--- config.mk ---
export PLATFORM = sky130hd
export DESIGN_NAME = issue_slot_allocator
export DESIGN_NICKNAME = d
export VERILOG_FILES = /design/src/rtl/issue_alloc_pkg.sv /design/src/rtl/unit_conn_map.sv /design/src/rtl/thread_slot_picker.sv /design/src/rtl/unit_grant_reg.sv /design/src/rtl/issue_slot_allocator.sv
export SDC_FILE = /design/constraint.sdc
export NUM_CORES = 1
export LEC_CHECK = 0
export BUFFER_PORTS_ARGS = -buffer_cell sky130_fd_sc_hd__buf_2
export CAP_MARGIN = 20
export CORE_MARGIN = 2
export CORE_UTILIZATION = 45
export CTS_BUF_LIST = sky130_fd_sc_hd__clkbuf_2
export DETAILED_ROUTE_END_ITERATION = 8
export GPL_ROUTABILITY_DRIVEN = 0
export PLACE_DENSITY_LB_ADDON = 0.3
export SLEW_MARGIN = 30
export SYNTH_ARGS = -nofsm -noshare
export SYNTH_HDL_FRONTEND = slang
export SYNTH_SLANG_ARGS = --single-unit
--- constraint.sdc ---
create_clock -name clk -period 33.3 [get_ports clk]
set_input_delay 8.325 -clock clk [delete_from_list [all_inputs] [get_ports clk]]
set_output_delay 8.325 -clock clk [all_outputs]
set_load 0.01 [all_outputs]
--- src/rtl/issue_alloc_pkg.sv ---
// Shared constants and helpers for the issue slot allocator.
// Assumes cap codes are two bits wide; every code maps to a power-of-two width.
package issue_alloc_pkg;

    localparam int CAP_CODE_W = 2;

    // Convert a cap code into the maximum number of units per cycle.
    function automatic int unsigned cap_limit(input logic [CAP_CODE_W-1:0] code);
        int unsigned lim;
        case (code)
            2'd0:    lim = 8;
            2'd1:    lim = 4;
            2'd2:    lim = 2;
            default: lim = 1;
        endcase
        return lim;
    endfunction

    // Smaller of two unsigned counts.
    function automatic int unsigned min_u(input int unsigned a, input int unsigned b);
        return (a < b) ? a : b;
    endfunction

endpackage

--- src/rtl/unit_conn_map.sv ---
// Builds the per-context mask of units each context is allowed to reach.
// Full mode: every context reaches every unit.
// Partitioned mode: contexts are grouped in pairs, and unit u belongs to
// pair (u mod NUM_PAIRS).
// Assumes NUM_THREADS is even.
module unit_conn_map #(
    parameter int NUM_THREADS = 8,
    parameter int NUM_UNITS   = 8
) (
    input  logic                                  limited_mode,
    output logic [NUM_THREADS-1:0][NUM_UNITS-1:0] conn_mask
);
    localparam int NUM_PAIRS = NUM_THREADS / 2;

    for (genvar t = 0; t < NUM_THREADS; t++) begin : g_thr
        for (genvar u = 0; u < NUM_UNITS; u++) begin : g_unit
            localparam bit IN_PAIR = ((u % NUM_PAIRS) == (t / 2));
            // Reachability of unit u by context t under the selected mode.
            always_comb conn_mask[t][u] = limited_mode ? IN_PAIR : 1'b1;
        end
    end

endmodule

--- src/rtl/thread_slot_picker.sv ---
// One stage of the priority chain. It takes the units left over by
// higher-precedence contexts and claims up to min(request, cap) of the
// eligible ones, lowest-numbered first. It passes on what remains.
// Assumes avail_in already excludes busy units and earlier claims.
module thread_slot_picker
    import issue_alloc_pkg::*;
#(
    parameter int NUM_UNITS = 8,
    parameter int CNT_W     = 4
) (
    input  logic                  clk,
    input  logic                  rst_n,
    input  logic [NUM_UNITS-1:0]  avail_in,
    input  logic [NUM_UNITS-1:0]  conn_in,
    input  logic [CNT_W-1:0]      req_in,
    input  logic [CAP_CODE_W-1:0] cap_code,
    output logic [NUM_UNITS-1:0]  grant,
    output logic [CNT_W-1:0]      grant_cnt,
    output logic [NUM_UNITS-1:0]  avail_out
);
    logic [NUM_UNITS-1:0] eligible;
    int unsigned          limit;
    int unsigned          taken;

    // Units this context could use this cycle.
    always_comb eligible = avail_in & conn_in;

    // Claim the lowest eligible units up to the per-cycle limit.
    always_comb begin
        limit = min_u(int'(req_in), cap_limit(cap_code));
        taken = 0;
        grant = '0;
        for (int u = 0; u < NUM_UNITS; u++) begin
            if (eligible[u] && (taken < limit)) begin
                grant[u] = 1'b1;
                taken    = taken + 1;
            end
        end
        grant_cnt = CNT_W'(taken);
    end

    // Hand the unclaimed units on to the next context.
    always_comb avail_out = avail_in & ~grant;


    cap_respected_chk: assert property (@(posedge clk) disable iff (!rst_n)
        $countones(grant) <= cap_limit(cap_code));


    fill_when_possible_chk: assert property (@(posedge clk) disable iff (!rst_n)
        ($countones(grant) < int'(req_in) && $countones(grant) < cap_limit(cap_code))
            |-> ((avail_out & conn_in) == '0));

endmodule

--- src/rtl/unit_grant_reg.sv ---
// Turns the context-by-unit grant matrix into a registered per-unit view:
// a valid flag and the number of the owning context.
// Assumes each unit column of the matrix has at most one bit set.
module unit_grant_reg #(
    parameter int NUM_THREADS = 8,
    parameter int NUM_UNITS   = 8,
    parameter int TID_W       = 3
) (
    input  logic                                  clk,
    input  logic                                  rst_n,
    input  logic [NUM_THREADS-1:0][NUM_UNITS-1:0] grant_mtx,
    output logic [NUM_UNITS-1:0]                  unit_vld_q,
    output logic [NUM_UNITS-1:0][TID_W-1:0]       unit_tid_q
);
    logic [NUM_UNITS-1:0]                  unit_vld_d;
    logic [NUM_UNITS-1:0][TID_W-1:0]       unit_tid_d;
    logic [NUM_UNITS-1:0][NUM_THREADS-1:0] column;

    // Transpose the matrix so that each unit sees its owners.
    always_comb begin
        for (int u = 0; u < NUM_UNITS; u++)
            for (int t = 0; t < NUM_THREADS; t++)
                column[u][t] = grant_mtx[t][u];
    end

    // Encode the owner of each unit.
    always_comb begin
        for (int u = 0; u < NUM_UNITS; u++) begin
            unit_vld_d[u] = |column[u];
            unit_tid_d[u] = '0;
            for (int t = 0; t < NUM_THREADS; t++)
                if (column[u][t]) unit_tid_d[u] = TID_W'(t);
        end
    end

    // Register the per-unit view, cleared by synchronous reset.
    always_ff @(posedge clk) begin
        if (!rst_n) begin
            unit_vld_q <= '0;
            unit_tid_q <= '0;
        end else begin
            unit_vld_q <= unit_vld_d;
            unit_tid_q <= unit_tid_d;
        end
    end

    for (genvar u = 0; u < NUM_UNITS; u++) begin : g_chk

        single_owner_chk: assert property (@(posedge clk) disable iff (!rst_n)
            $onehot0(column[u]));
    end


    reset_clears_chk: assert property (@(posedge clk)
        !rst_n |=> (unit_vld_q == '0 && unit_tid_q == '0));

endmodule

--- src/rtl/issue_slot_allocator.sv ---
// Top level of the issue slot allocator. It chains one picker per context
// in precedence order, so each context sees only the units its
// predecessors left. The resulting grants go to a registered per-unit view.
// Assumes requests above NUM_UNITS behave as requests for every unit.
module issue_slot_allocator
    import issue_alloc_pkg::*;
#(
    parameter int NUM_THREADS = 8,
    parameter int NUM_UNITS   = 8
) (
    input  logic                                      clk,
    input  logic                                      rst_n,
    input  logic [NUM_THREADS*$clog2(NUM_UNITS+1)-1:0] req_cnt_i,
    input  logic [NUM_THREADS*2-1:0]                  cap_code_i,
    input  logic                                      limited_mode_i,
    input  logic [NUM_UNITS-1:0]                      unit_busy_i,
    output logic [NUM_THREADS*$clog2(NUM_UNITS+1)-1:0] grant_cnt_o,
    output logic [NUM_UNITS-1:0]                      unit_vld_o,
    output logic [NUM_UNITS*$clog2(NUM_THREADS)-1:0]  unit_tid_o
);
    localparam int CNT_W     = $clog2(NUM_UNITS + 1);
    localparam int TID_W     = $clog2(NUM_THREADS);
    localparam int NUM_PAIRS = NUM_THREADS / 2;

    logic [NUM_THREADS-1:0][NUM_UNITS-1:0] conn_mask;
    logic [NUM_THREADS:0][NUM_UNITS-1:0]   avail_chain;
    logic [NUM_THREADS-1:0][NUM_UNITS-1:0] grant_mtx;
    logic [NUM_UNITS-1:0][TID_W-1:0]       unit_tid_q;

    // The free pool entering the chain excludes busy units.
    always_comb avail_chain[0] = ~unit_busy_i;

    unit_conn_map #(
        .NUM_THREADS(NUM_THREADS),
        .NUM_UNITS  (NUM_UNITS)
    ) u_conn (
        .limited_mode(limited_mode_i),
        .conn_mask   (conn_mask)
    );

    for (genvar t = 0; t < NUM_THREADS; t++) begin : g_pick
        thread_slot_picker #(
            .NUM_UNITS(NUM_UNITS),
            .CNT_W    (CNT_W)
        ) u_pick (
            .clk      (clk),
            .rst_n    (rst_n),
            .avail_in (avail_chain[t]),
            .conn_in  (conn_mask[t]),
            .req_in   (req_cnt_i[t*CNT_W +: CNT_W]),
            .cap_code (cap_code_i[t*2 +: 2]),
            .grant    (grant_mtx[t]),
            .grant_cnt(grant_cnt_o[t*CNT_W +: CNT_W]),
            .avail_out(avail_chain[t+1])
        );
    end

    unit_grant_reg #(
        .NUM_THREADS(NUM_THREADS),
        .NUM_UNITS  (NUM_UNITS),
        .TID_W      (TID_W)
    ) u_reg (
        .clk       (clk),
        .rst_n     (rst_n),
        .grant_mtx (grant_mtx),
        .unit_vld_q(unit_vld_o),
        .unit_tid_q(unit_tid_q)
    );

    // Flatten the registered thread IDs onto the output port.
    always_comb unit_tid_o = unit_tid_q;


    total_within_free_chk: assert property (@(posedge clk) disable iff (!rst_n)
        $countones(grant_mtx) <= $countones(~unit_busy_i));


    head_ctx_full_chk: assert property (@(posedge clk) disable iff (!rst_n)
        (!limited_mode_i) |-> (int'(grant_cnt_o[CNT_W-1:0]) ==
            min_u(min_u(int'(req_cnt_i[CNT_W-1:0]), cap_limit(cap_code_i[1:0])),
                  $countones(~unit_busy_i))));

    for (genvar u = 0; u < NUM_UNITS; u++) begin : g_unit_chk

        busy_not_granted_chk: assert property (@(posedge clk) disable iff (!rst_n)
            unit_busy_i[u] |=> !unit_vld_o[u]);


        pair_owner_chk: assert property (@(posedge clk) disable iff (!rst_n)
            limited_mode_i |=> (!unit_vld_o[u] ||
                (int'(unit_tid_q[u]) / 2) == (u % NUM_PAIRS)));
    end

endmodule

## Word level (Yosys, flattened, before mapping)

Index checks and enable logic that the tools add are counted.

- $add $sub $neg: 56
- Multiply operators: 0
- Div/mod/pow operators: 0
- Magnitude comparators: 72
- Eq/ne operators: 16
- Shifts and indexed selects: 0
- Multiplexer cells: 201
- Bitwise gates (word level): 23
- Reductions and logical operators: 80

Operator list:

| kind | number |
|---|---|
| $mux 32 | 48 |
| $add 32x1->32 const B | 40 |
| $lt 32x32->1 | 40 |
| $lt 1x32->1 | 8 |
| $lt 1x32->1 const A | 8 |
| $lt 32x4->1 | 8 |
| $and 8x8->8 | 15 |
| $mux 3 | 32 |
| $pmux 4 s3 | 8 |
| $mux 1 | 81 |
| $logic_and 1x1->1 | 64 |
| $mux 4 | 16 |
| $not 8->8 | 8 |
| $reduce_or 8->1 | 8 |
| $add 4x1->4 const B | 8 |
| $lt 4x4->1 | 8 |
| $mux 2 | 16 |
| $add 1x1->2 const B | 8 |
| $eq 2x1->1 const B | 8 |
| $eq 2x2->1 const B | 8 |
| $logic_not 2->1 | 8 |

- Flip-flop bits (word level): 32
- Bits in latches: 0
- Bits in writable memories: 0
- ROM bits: 0
- Input bits: 59
- Output and inout bits: 64
- Word-level logic and storage cells: 457
- Memories: 0

## Longest topological paths before layout

Gate-level depths: netlist of run 1.

- Word-level depth: 211
- Mapped depth: 74
- Mapped depth without buffers: 70

## Hierarchy

A second synthesis of run 1 with hierarchy kept.

- Cell total of the unflattened synthesis: 1805
- Area, all modules: 14251.2 um^2

By module, submodules not included:

| module | instances | cells each | area an instance (um^2) | seq. area each (um^2) |
|---|---|---|---|---|
| thread_slot_picker at g_pick[0].u_pick ... | 4 | 200 | 1617.8 | 0.0 |
| thread_slot_picker at g_pick[5].u_pick ... | 2 | 196 | 1526.5 | 0.0 |
| thread_slot_picker at g_pick[4].u_pick ... | 2 | 200 | 1472.7 | 0.0 |
| unit_grant_reg | 1 | 140 | 1271.2 | 640.6 |
| unit_conn_map | 1 | 65 | 480.5 | 0.0 |
| issue_slot_allocator | 1 | 8 | 30.0 | 0.0 |

## Worst setup path before layout of run 1

No wires, ideal clock.

- Kind: input port to output port
- From: in cap_code_i[1]
- To: out grant_cnt_o[29]
- Arrival time: 22470 ps
- Data required time: 24975 ps
- Setup slack: 2505 ps
- Stages: 66
- Path buffers: 3
- Cell sequence: or2_2 -> ha_1 -> o211ai_1 -> or2_2 -> a31oi_1 -> nand3_1 -> a2111oi_0 -> inv_1 -> nand2_1 -> inv_1 -> nand2_1 -> or2_2 -> inv_1 -> ha_1 -> ha_1 -> o21ai_0 -> o31ai_1 -> nand4_1 -> [30 not listed] -> ha_1 -> o211ai_1 -> nor2_1 -> a211oi_1 -> o31ai_1 -> nor3b_2 -> nor3b_2 -> mux2_2 -> ha_1 -> and3_1 -> a221oi_1 -> nand2b_1 -> a221oi_1 -> mux2i_1 -> nand2_1 -> and4b_1 -> buf_4 -> mux2_1

- Word-level cells in the longest chain between the ends: 63
- Elaborated cells between the ends (all ways): 310
- Those cells by class: add/sub (49); order compare (58); eq/ne (2); mux (115); bitwise (21); reduce/logical (65)

Ends and longest elaborated chain:

| item | line | source |
|---|---|---|
| from (decl) | issue_slot_allocator.sv:14 | `input logic [NUM_THREADS*2-1:0] cap_code_i,` |
| $eq 2x2->1, or another cell as far along | issue_alloc_pkg.sv:10 | `case (code)` |
| $pmux 4 s3 * | issue_alloc_pkg.sv:10 |  |
| $lt 4x4->1 | issue_alloc_pkg.sv:21 | `return (a < b) ? a : b;` |
| $mux 4 * | issue_alloc_pkg.sv:21 |  |
| $lt 1x32->1 | thread_slot_picker.sv:34 | `if (eligible[u] && (taken < limit)) begin` |
| $logic_and 1x1->1 | thread_slot_picker.sv:34 |  |
| $mux 1 | thread_slot_picker.sv:34 |  |
| $lt 1x32->1 / $not 8->8 (equally long branches) | thread_slot_picker.sv:34, thread_slot_picker.sv:43 |  |
| [47 not listed] | - |  |
| $and 8x8->8, or another cell as far along | thread_slot_picker.sv:26 | `always_comb eligible = avail_in & conn_in;` |
| $logic_and 1x1->1, or another cell as far along | thread_slot_picker.sv:34 |  |
| $mux 1, or another cell as far along | thread_slot_picker.sv:34 |  |
| $not 8->8 / $logic_and 1x1->1 (equally long branches) | thread_slot_picker.sv:43, thread_slot_picker.sv:34 |  |
| $and 8x8->8 * | thread_slot_picker.sv:43 | `always_comb avail_out = avail_in & ~grant;` |
| $and 8x8->8 * | thread_slot_picker.sv:26 |  |
| $logic_and 1x1->1 | thread_slot_picker.sv:34 |  |
| $mux 4 * | thread_slot_picker.sv:34 |  |
| to (decl) | issue_slot_allocator.sv:17 | `output logic [NUM_THREADS*$clog2(NUM_UNITS+1)-1:0] grant_cnt_o,` |

Mark *: on every way between the ends. The rest lies on a longest branch, timed or not.

## Worst setup path after layout of run 1

- From: in cap_code_i[1]
- To: out grant_cnt_o[27]

- Word-level cells in the longest chain between the ends: 58
- Elaborated cells between the ends (all ways): 271
- Those cells by class: add/sub (43); order compare (51); eq/ne (2); mux (100); bitwise (18); reduce/logical (57)

Ends and longest elaborated chain:

| item | line |
|---|---|
| $eq 2x2->1, or another cell as far along | issue_alloc_pkg.sv:10 |
| $pmux 4 s3 * | issue_alloc_pkg.sv:10 |
| $lt 4x4->1 | issue_alloc_pkg.sv:21 |
| $mux 4 * | issue_alloc_pkg.sv:21 |
| $lt 1x32->1 | thread_slot_picker.sv:34 |
| $logic_and 1x1->1 | thread_slot_picker.sv:34 |
| $mux 1 | thread_slot_picker.sv:34 |
| $lt 1x32->1 / $not 8->8 (equally long branches) | thread_slot_picker.sv:34, thread_slot_picker.sv:43 |
| [42 not listed] | - |
| $and 8x8->8, or another cell as far along | thread_slot_picker.sv:26 |
| $logic_and 1x1->1, or another cell as far along | thread_slot_picker.sv:34 |
| $mux 1, or another cell as far along | thread_slot_picker.sv:34 |
| $not 8->8 / $logic_and 1x1->1 (equally long branches) | thread_slot_picker.sv:43, thread_slot_picker.sv:34 |
| $and 8x8->8 * | thread_slot_picker.sv:43 |
| $and 8x8->8 * | thread_slot_picker.sv:26 |
| $logic_and 1x1->1 | thread_slot_picker.sv:34 |
| $mux 4 * | thread_slot_picker.sv:34 |

Marked as above.

==> reports/results.txt, run 1 <==
The run finished with clean final reports. After detailed routing, the number of remaining DRC violations is 0. Based on the critical path, the design can be clocked at up to 0.03087 GHz. The relative slew slack was 35.67%; the die footprint was 27,850 um2. For the number of antenna violations at the first check in global routing, the log shows 2. The Yosys step of the flow raised 0 warnings. The run gives 0 as the total count of max-transition violations in the final report.

The final-report hold violation count was 0. The first routing iteration left 1,048 violations. STA classifies the critical path endpoint as an output pin. CTS saw 32 sinks. The clock-pin transition on the worst setup and hold timing paths was 0.25 ns; the global routing usage summed across all routing layers was 27.81%. In this run the deepest clock path goes through 2 buffers. The largest net degree at the start of global routing came out at 27. The worst setup path is launched from a primary input. The post-route clock period utilization is 97.29%, and the detailed-router iteration count before antenna repair is 5. Detailed placement ended at an HPWL of 33,710 um. On the final layout, the worst hold slack is 8.170 ns. The tools report the total clock buffers created by CTS as 5. Summing every instance area after synthesis gives 11,940 um2.

Final critical-path required period: 32.40 ns. Total power for the finished layout comes to 380.4 uW. TritonCTS built the clock tree. The initialized floorplan defines 59 standard-cell rows. In this run the worst setup path terminates at grant_cnt_o[27]. Dividing the detail-routed wire length by the instance count gives 19.42 um. The overall via count from detail_route is 13,330, and the boundary pin count is 123. In the synthesized netlist the dominant register cell turns out to be dfxtp_1. The final count of negative-setup-slack endpoints was 0; the width of the chip was 166.9 um. The layout net count is 1,997, and the count of flip-flops with a built-in enable after synthesis is 0. The H-tree generated during clock tree synthesis spans 2 levels.

Data on the critical path arrives at its endpoint at 24.07 ns. Timing startpoint of the critical path: cap_code_i[1]. Mean area per synthesized cell: 7.475 um2. The areal power density over the cells works out to 28.67 nW/um2. CTS placed an instance of clkbuf_2 at the clock tree root. The number of violations of the max-capacitance limit was 0; the core region area was 26,060 um2. The logs give 12,330 for the via count of the first global-routing pass and 0.006191 uW for the leakage component of the power. Synthesis inferred 32 register bits.

For the critical path data required time, the log shows 24.97 ns. By startpoint and endpoint, the worst setup path is classified as primary input to output pin. For the final routed database, the setup TNS stands at 0 ns.

The final antenna-violating net count is 0, and the actual slew at the worst max-slew pin is 0.9562 ns. Summed over all layers, the global routing overflow is 0. The path class of the tightest hold or removal check is primary input to register. The via count normalized by instance count was 6.425; the highest cell delay on the worst timing path was 0.63 ns.

The first global-routing pass estimated 63,780 um of wire. The total of buffers placed on input and output ports is 122. The growth of design area from synthesis to finish is 11.17%.

The routed design has 40,270 um of wire. IR analysis of the VDD net gives a maximum drop of 0.00003136 V. The count of filler cells inserted in the layout is 2,567. Cell at the slowest stage of the critical path: or4_1. Synthesis produced 1,597 cells. The initial utilization of the core area, before any placement, comes to 45.81%.

The sequential element share of the synthesized area is 5.366%. The post-route netlist has 17.32% of its cells at a drive strength greater than 1. The netlist uses 106 different library cells. For this run, asynchronously set or reset flops after synthesis account for 0%. The y dimension of the die was 166.9 um; the top fanout value on the critical path was 9.
==> metrics by stage <==
step           util [%]  worst slack [ns]  area (um2)  instances
2_1_floorplan         -             2.505       11960       1604
3_3_place_gp      50.26            0.2993       13100       2061
3_5_place_dp      50.26          -0.04830       13100       2061
4_1_cts           50.39           0.04166       13130       2068
5_1_grt           50.93          -0.03120       13270       2074
6_report          50.93            0.9011       13270       2074
==> cell usage in the layout (no fill, tap or decap), types with 25 or more instances in the layout <==
master,instances
ha_1,200
nand2_1,138
buf_2,122
nor2_1,118
inv_1,100
a21oi_1,87
nand3_1,68
xnor2_1,61
nor3_1,56
o21ai_0,48
nand2b_1,41
mux2_2,41
buf_4,39
or2_2,32
nand4_1,32
dfxtp_1,32
xor2_1,29
a31oi_1,25
==> final cells by class <==
cell class                 count  area [um2]  area share (%)
antenna                        1       2.502         0.01886
clock buffer                   5       25.02          0.1886
clock inverter                 2       7.507         0.05657
inverter                     104       390.4           2.941
multi-input combinational   1434       10880           82.00
sequential                    32       640.6           4.827
tap                          335       419.2           3.158
timing repair buffer         161       903.4           6.807
==> synthesized netlist by cell type, types with 7 or more instances <==
library cell | n | area, um2
nand2b_1 | 41 | 256.5
mux2_2 | 41 | 461.7
nand4_1 | 32 | 200.2
nor3_1 | 57 | 285.3
o31a_1 | 9 | 78.83
clkbuf_1 | 19 | 71.32
xor2_1 | 29 | 254.0
ha_1 | 200 | 2502
o211a_1 | 16 | 160.2
and3_1 | 21 | 131.4
or3_1 | 14 | 87.58
a31oi_1 | 26 | 162.7
dfxtp_1 | 32 | 640.6
nand2_1 | 138 | 518.0
xnor2_1 | 61 | 534.3
mux2i_1 | 22 | 220.2
o21bai_1 | 7 | 52.55
and2_1 | 24 | 150.1
a211o_1 | 10 | 87.58
nor4_1 | 19 | 118.9
o21a_1 | 11 | 82.58
a211oi_1 | 15 | 112.6
or4_1 | 11 | 82.58
o31ai_1 | 20 | 150.1
o41ai_1 | 7 | 61.31
a311oi_1 | 7 | 61.31
nand3_1 | 68 | 340.3
a2111oi_0 | 9 | 78.83
a41oi_1 | 7 | 61.31
a41o_1 | 7 | 70.07
or2_2 | 32 | 200.2
buf_2 | 10 | 50.05
nor2_1 | 119 | 446.7
o21ai_0 | 51 | 255.2
a21o_1 | 17 | 127.6
inv_1 | 100 | 375.4
a21oi_1 | 89 | 445.4
nor2b_1 | 13 | 81.33
o211ai_1 | 24 | 180.2
nor4b_1 | 7 | 61.31
==> critical path, delay by kind of cell <==
family / cells / cell delay (ns)
AO/OA/AOI/OAI: 18 / 4.29
XOR/XNOR: 5 / 1.59
adder cells (fa/ha/maj): 8 / 2.38
buffers and inverters: 7 / 0.99
multiplexers: 2 / 0.32
AND/OR/NAND/NOR: 26 / 6.19
==> timing repair <==
item / CTS / global route
setup endpoints to repair: 5 / 16
hold buffers: 0 / 0
resized for setup: 1 / 21
setup buffers: 0 / 5
pin swaps: 0 / 4
==> where the power goes <==
group          switching, uW  leakage (uW)  internal (uW)
Clock                   18.9     0.0000239           4.30
Combinational            196       0.00591            117
Sequential              1.26      0.000262           43.0
Total                    216       0.00619            164
==> registers in the layout, indices dropped and copies added (netlist names) <==
register,cells
u_reg.unit_tid_q,24
u_reg.unit_vld_q,8
==> cells by family after synthesis <==
logic type / share of synthesized area, %
xor gates and xnor gates: 6.739
muxes: 6.163
other: 0.03141
DFF: 5.366
buffers and inverters: 4.538
adders and majority gates: 21.05
and+or+nand+nor: 30.09
AOI/OAI and AO/OA: 26.02
==> layer usage <==
metal / GRT usage [%] / vias to the layer above / share of wire, %
li1: - / 6371 / -
met1: 38.05 / 6188 / 44
met2: 43.53 / 662 / 43
met3: 5.394 / 105 / 9.6
met4: 9.595 / 0 / 3.9
met5: 0 / - / 0
==> worst min-delay path by stage <==
stage	cells after the start	slack [ns]	startpoint	to
3_3_place_gp	2	8.71	rst_n	u_reg.unit_tid_q[18]
4_1_cts	2	8.16	rst_n	u_reg.unit_tid_q[18]
6_report	2	8.17	rst_n	u_reg.unit_tid_q[18]
5_1_grt	2	8.15	rst_n	u_reg.unit_tid_q[18]
3_5_place_dp	1	8.72	u_reg.unit_vld_q[0]	unit_vld_o[0]
2_1_floorplan	1	8.45	rst_n	u_reg.unit_tid_q[14]
No activity file was read; power rests on OpenSTA's default activity.
==> run 2, diff against run 1 <==
==> constraint.sdc (replaced) <==
create_clock -name clk -period 33.5 [get_ports clk]
set_input_delay 8.375 -clock clk [delete_from_list [all_inputs] [get_ports clk]]
set_output_delay 8.375 -clock clk [all_outputs]
set_load 0.01 [all_outputs]
==> reports/results.txt, run 2 (synthesized netlist as in run 1, its figures left out) <==
The run finished with clean final reports. For the pin with the worst max-slew slack, the measured transition is 0.9723 ns. In this run the remaining antenna-violating nets after routing total 0. In this run, placement finished with an instance count of 2,057. Switching power as a share of total power: 56.83%.

The library cells used most frequently in the layout, excluding fill and tap cells, are 200 x ha_1, 136 x nand2_1, 122 x buf_2, 117 x nor2_1, 100 x inv_1. The first detailed-routing pass took 7 iterations. The tools report the CTS root buffer as clkbuf_2. The width of the chip was 166.9 um. The total clock buffers created by CTS was 5. The final critical-path required period was 32.56 ns; the worst ir drop on vdd was 0.00002304 V. The flip-flop count of the largest register, all copies and words added is 24. The most repeated library cell on the critical path was ha_1. For this run, the slowest stage of the critical path takes 0.48 ns. For the number of remaining DRC errors, the log shows 0. The cell at the slowest stage of the critical path was or3b_2. Dividing the detail-routed via count by the number of cells gives 6.437. The largest net degree at the start of global routing was 27; the data arrival at the endpoint of the critical path was 24.18 ns. Across all layers, the routed design uses 13,370 vias. Summed over all cells, the static leakage comes to 0.006201 uW. The final count of negative-setup-slack endpoints came out at 0.

Measured on the finished design, the core utilization comes to 50.92%. The run gives 27,850 um2 as the die footprint. The largest registers in the layout are u_reg.unit_tid_q: 24 flops, u_reg.unit_vld_q: 8 flops.

The initial utilization of the core area, before any placement, comes to 45.81%. The post-route clock period utilization was 97.19%. For the initial detailed-routing violation count, the log shows 1,365.

The kind of critical path is primary input to output pin. For the number of buffers on the longest clock path, the log shows 2. The row count was 59.

Registers are responsible for 11.5% of the overall power. Leaving out fill and tap cells, the most frequent cell in the layout is ha_1. The logs give 123 for the boundary pin count and 0.9428 ns for the worst-case setup margin in the final layout.

Wires add up to 40,500 um. After clock tree synthesis, the flow added hold-fix buffers numbering 0. The tools report the kind of start point of the critical path as a primary input. In this run the tightest slew margin relative to its limit is 34.78%. The number of violations of the max-capacitance limit came out at 0. The portion of total power attributed to combinational logic is 81.6%, and the top fanout value on the critical path is 9. Internal power: 164.7 uW. The count of buffering cells on the critical path with inverters included was 9. The core region area was 26,060 um2; the post-placement worst setup slack was -0.06619 ns.

The tools report the remaining global-route overflow as 0. Dividing the detail-routed wire length by the instance count gives 19.50 um. After clock tree synthesis, the clock-pin slew on the worst setup and hold paths is 0.35 ns. Once detailed placement completed, the half-perimeter wirelength came to 33,390 um. The wire length of the first global-routing pass is 63,770 um. The run gives 1 as the number of antenna violations at the first check in global routing. The worst min-delay path category was primary input to register. The cell family contributing the most delay on the critical path is compound AO/OA/AOI/OAI gates. The net count of the finished layout is 1,998. The post-route netlist has 17.47% of its cells at a drive strength greater than 1. The clock network accounts for 6.8% of the total power. The switching power of the nets is 216.8 uW, and the H-tree level count is 2.

The total of buffers placed on input and output ports works out to 122. The final-report hold violation count was 0; the critical path data required time was 25.12 ns. Once layout is complete, the cells apart from fillers number 2,077. From synthesis to final layout, the design area changed by 11.16%. The tools report the via count of the first global-routing pass as 12,200. Counting flops per register, the top entry is u_reg.unit_tid_q. CTS saw 32 sinks.

Global routing consumed, over all layers together, 27.69% of the routing resources. For the highest achievable clock rate, the log shows 0.03072 GHz. The run gives 0 as the total count of max-transition violations in the final report. The worst setup path is captured at an output pin. TritonCTS built the clock tree. Measured along the y axis, the die boundary spans 166.9 um. Power spread over the standard cell area amounts to 28.75 nW/um2.
==> run 2: layout make-up <==
class	count	area, um2
repair buffers	162	910.9
multi-input cells	1434	10870
inverters	104	390.4
clock buffers	7	35.03
flip-flops and latches	32	640.6
fillers	2546	12790
diodes	2	5.005
clock inverters	1	3.754
well taps	335	419.2
==> run 2: repair_timing <==
| action | CTS | global route |
|---|---|---|
| buffers inserted | 0 | 10 |
| pin swaps | 0 | 5 |
| gates resized for setup | 2 | 20 |
| setup endpoints to repair | 5 | 12 |
| cloned | 0 | 0 |
==> run 2: per-stage QoR <==
stage / total power (uW) / TNS [ns] / cell area, um2 / hold slack (ns)
finish: 381.5 / 0 / 13270 / 8.209
global route: 411.2 / -0.1701 / 13270 / 8.189
CTS: 368.9 / 0 / 13120 / 8.189
detailed placement: 342.4 / -0.06619 / 13070 / 8.758
global placement: 335.9 / 0 / 13070 / 8.769
floorplan: 253.7 / 0 / 11960 / 8.497
==> run 2: power by group through the flow <==
stage,Combinational [uW],Clock (uW),Sequential [uW]
after CTS,299,25.9,44.1
after floorplan,207,0,47.2
after global routing,339,27.5,44.5
after global placement,291,0,44.8
final,311,26.1,44.0
after detailed placement,298,0,44.8
==> run 2: routing by layer <==
layer | track usage, % | share of wire [%]
met1 | 38.51 | 44
met2 | 43.62 | 43
met3 | 4.895 | 9.6
met4 | 8.133 | 3.3
met5 | 0 | 0
==> run 2: final timing paths <==
| kind | start | endpoint | cells after the start |
|---|---|---|---|
| min | rst_n | u_reg.unit_vld_q[4] | 2 |
| max | cap_code_i[1] | grant_cnt_o[27] | 70 |
==> run 3, diff against run 2 <==
--- a/config.mk
+++ b/config.mk
@@ -8,7 +8,7 @@
 export BUFFER_PORTS_ARGS = -buffer_cell sky130_fd_sc_hd__buf_2
 export CAP_MARGIN = 20
 export CORE_MARGIN = 2
-export CORE_UTILIZATION = 45
+export CORE_UTILIZATION = 30
 export CTS_BUF_LIST = sky130_fd_sc_hd__clkbuf_2
 export DETAILED_ROUTE_END_ITERATION = 8
 export GPL_ROUTABILITY_DRIVEN = 0
==> reports/results.txt, run 3 (synthesized netlist as in run 1, its figures left out) <==
The run gives 24.02 ns as the data arrival at the endpoint of the critical path. The largest registers in the layout are u_reg.unit_tid_q: 24 flops, u_reg.unit_vld_q: 8 flops. Of all nets on the critical path, the largest fanout is 6. Summing all multi-input logic gate instances after layout gives 10,880 um2. The setup TNS is 0 ns.

Highest achievable clock rate: 0.03087 GHz. Category of the worst setup path capture point: an output pin. In this run the worst setup path terminates at grant_cnt_o[27].

For the critical path data required time, the log shows 25.12 ns. The library cells used most frequently in the layout, excluding fill and tap cells, are 199 x ha_1, 137 x nand2_1, 122 x buf_2, 118 x nor2_1, 100 x inv_1. The tools report the global routing usage summed across all routing layers as 20.66%.

The layout has 4,203 filler cells. More flip-flops sit in one register than any other, and that register is u_reg.unit_tid_q. The number of placed instances, taps included, is 2,273. No sink is reached through more buffers than the 2 on the longest clock path.

The run finished with clean final reports. The number of hold-repair buffers added at the cts stage is 0, and the wire length of the first global-routing pass is 68,060 um. Setup repair after global routing could not meet its margin everywhere. Setup violations remaining at the end of the flow were counted as 0. Summing all placed instances gives a cell area of 13,510 um2. The initial detailed-routing violation count is 953, and the number of standard cells in the final layout excluding fillers is 2,289. CTS saw 32 sinks. STA classifies the critical path startpoint as a primary input. The via count of the first global-routing pass was 12,470; the total clock buffers created by CTS was 5. Summed over all nets, the half-perimeter wirelength after detailed placement is 37,510 um.

Compared with the post-synthesis result, the final layout area differs by 14.75%. In this run the worst hold path is classified as primary input to register. The tools report the CTS root buffer as clkbuf_2. The cell that appears most often on the critical path is ha_1. The die covers 41,400 um2. In the final layout, the share of cells above drive strength 1 is 18.67%. The post-route clock period utilization was 96.70%; the total detailed-routing wirelength was 43,820 um. After detailed routing, the number of remaining DRC violations is 0. The number of violations of the max-capacitance limit was 0.

At the pin with the least slew margin, the transition time is 0.8781 ns. The run gives 0 as the total count of max-transition violations in the final report. The final-report hold violation count was 0.

The layout net count was 2,021. The remaining global-route overflow came out at 0. In this run the horizontal extent of the chip is 203.5 um.

By startpoint and endpoint, the worst setup path is classified as primary input to output pin. The tools report the detailed-router iteration count before antenna repair as 5. The areal power density over the cells was 28.25 nW/um2; the highest cell delay on the worst timing path was 0.53 ns.

Leaving out fill and tap cells, the most frequent cell in the layout is ha_1. The cell area after layout is 13,700 um2. Dividing the detail-routed wire length by the instance count gives 19.14 um. Along the worst hold path, the cell count comes to 2. The worst-case IR drop observed on VDD is 0.00001268 V. The slowest stage of the critical path is the nor2b_1 cell. The largest net degree at the start of global routing is 27. The H-tree level count was 2; the number of antenna violations at the first check in global routing was 3. Row count: 73. The critical path starts at cap_code_i[1].

After clock tree synthesis, the clock-pin slew on the worst setup and hold paths is 0.18 ns. The starting density of the core was 30.18%; the relative slew slack was 41.10%. The y dimension of the die was 203.5 um; the final critical-path required period was 32.39 ns.

The final antenna-violating net count is 0, and the via count normalized by instance count is 5.751. The flip-flop count of the largest register, all copies and words added was 24; the total of buffers placed on input and output ports was 122. The core region area is 39,550 um2, and the final core area utilization is 34.64%.

The leakage component of the power is 0.006330 uW, and the flip-flop and latch area is 640.6 um2. TritonCTS built the clock tree. The logs give 123 for the boundary pin count and 13,170 for the overall via count from detail_route.
run 3: per-layer routing:
layer  up-vias  routed length (um)  GRT usage, %
met3        83                3146         3.372
met1      6210               20070         28.45
met2       463               18970         32.73
met4         0                1636         6.648
met5         -                   0             0
li1       6409                   -             -
run 3: area by class of cell:
type / count / share of cell area [%]
antenna: 2 / 0.03654
clock buffer: 5 / 0.1827
clock inverter: 2 / 0.09134
inverter: 104 / 2.850
multi-input combinational: 1434 / 79.46
sequential: 32 / 4.677
tap: 525 / 4.795
timing repair buffer: 185 / 7.910
run 3: what timing repair did:
item / 4_1_cts / 5_1_grt
setup buffers: 0 / 7
setup endpoints to repair: 0 / 16
gates resized for setup: 0 / 24
run 3: how the worst min path moves through the flow:
| stage | from | slack, ns | end |
|---|---|---|---|
| floorplan | rst_n | 8.50 | u_reg.unit_tid_q[14] |
| global placement | u_reg.unit_vld_q[3] | 8.77 | unit_vld_o[3] |
| detailed placement | u_reg.unit_tid_q[2] | 8.77 | unit_tid_o[2] |
| CTS | rst_n | 8.21 | u_reg.unit_vld_q[4] |
| global route | rst_n | 8.22 | u_reg.unit_tid_q[13] |
| finish | rst_n | 8.26 | u_reg.unit_tid_q[13] |
run 3: power breakdown:
| part | switching [uW] | internal (uW) |
|---|---|---|
| Clock | 18.4 | 4.54 |
| Combinational | 198 | 121 |
| Sequential | 1.64 | 42.7 |
| Total | 218 | 169 |
run 3: through the flow:
stage	hold WS, ns	worst slack [ns]	total power, uW
finish	8.261	1.106	386.9
global route	8.220	-0.06026	421.4
CTS	8.213	0.05370	381.0
detailed placement	8.770	0.1053	355.5
global placement	8.768	0.6771	349.6
floorplan	8.497	2.605	253.7
run 3: critical path: cells and delay by family:
family,cells,cell delay (ns)
simple gates,30,7.40
compound gates,14,3.27
fa+ha+maj,8,2.47
mux,4,1.00
xor+xnor,3,0.76
buf+inv,5,0.74
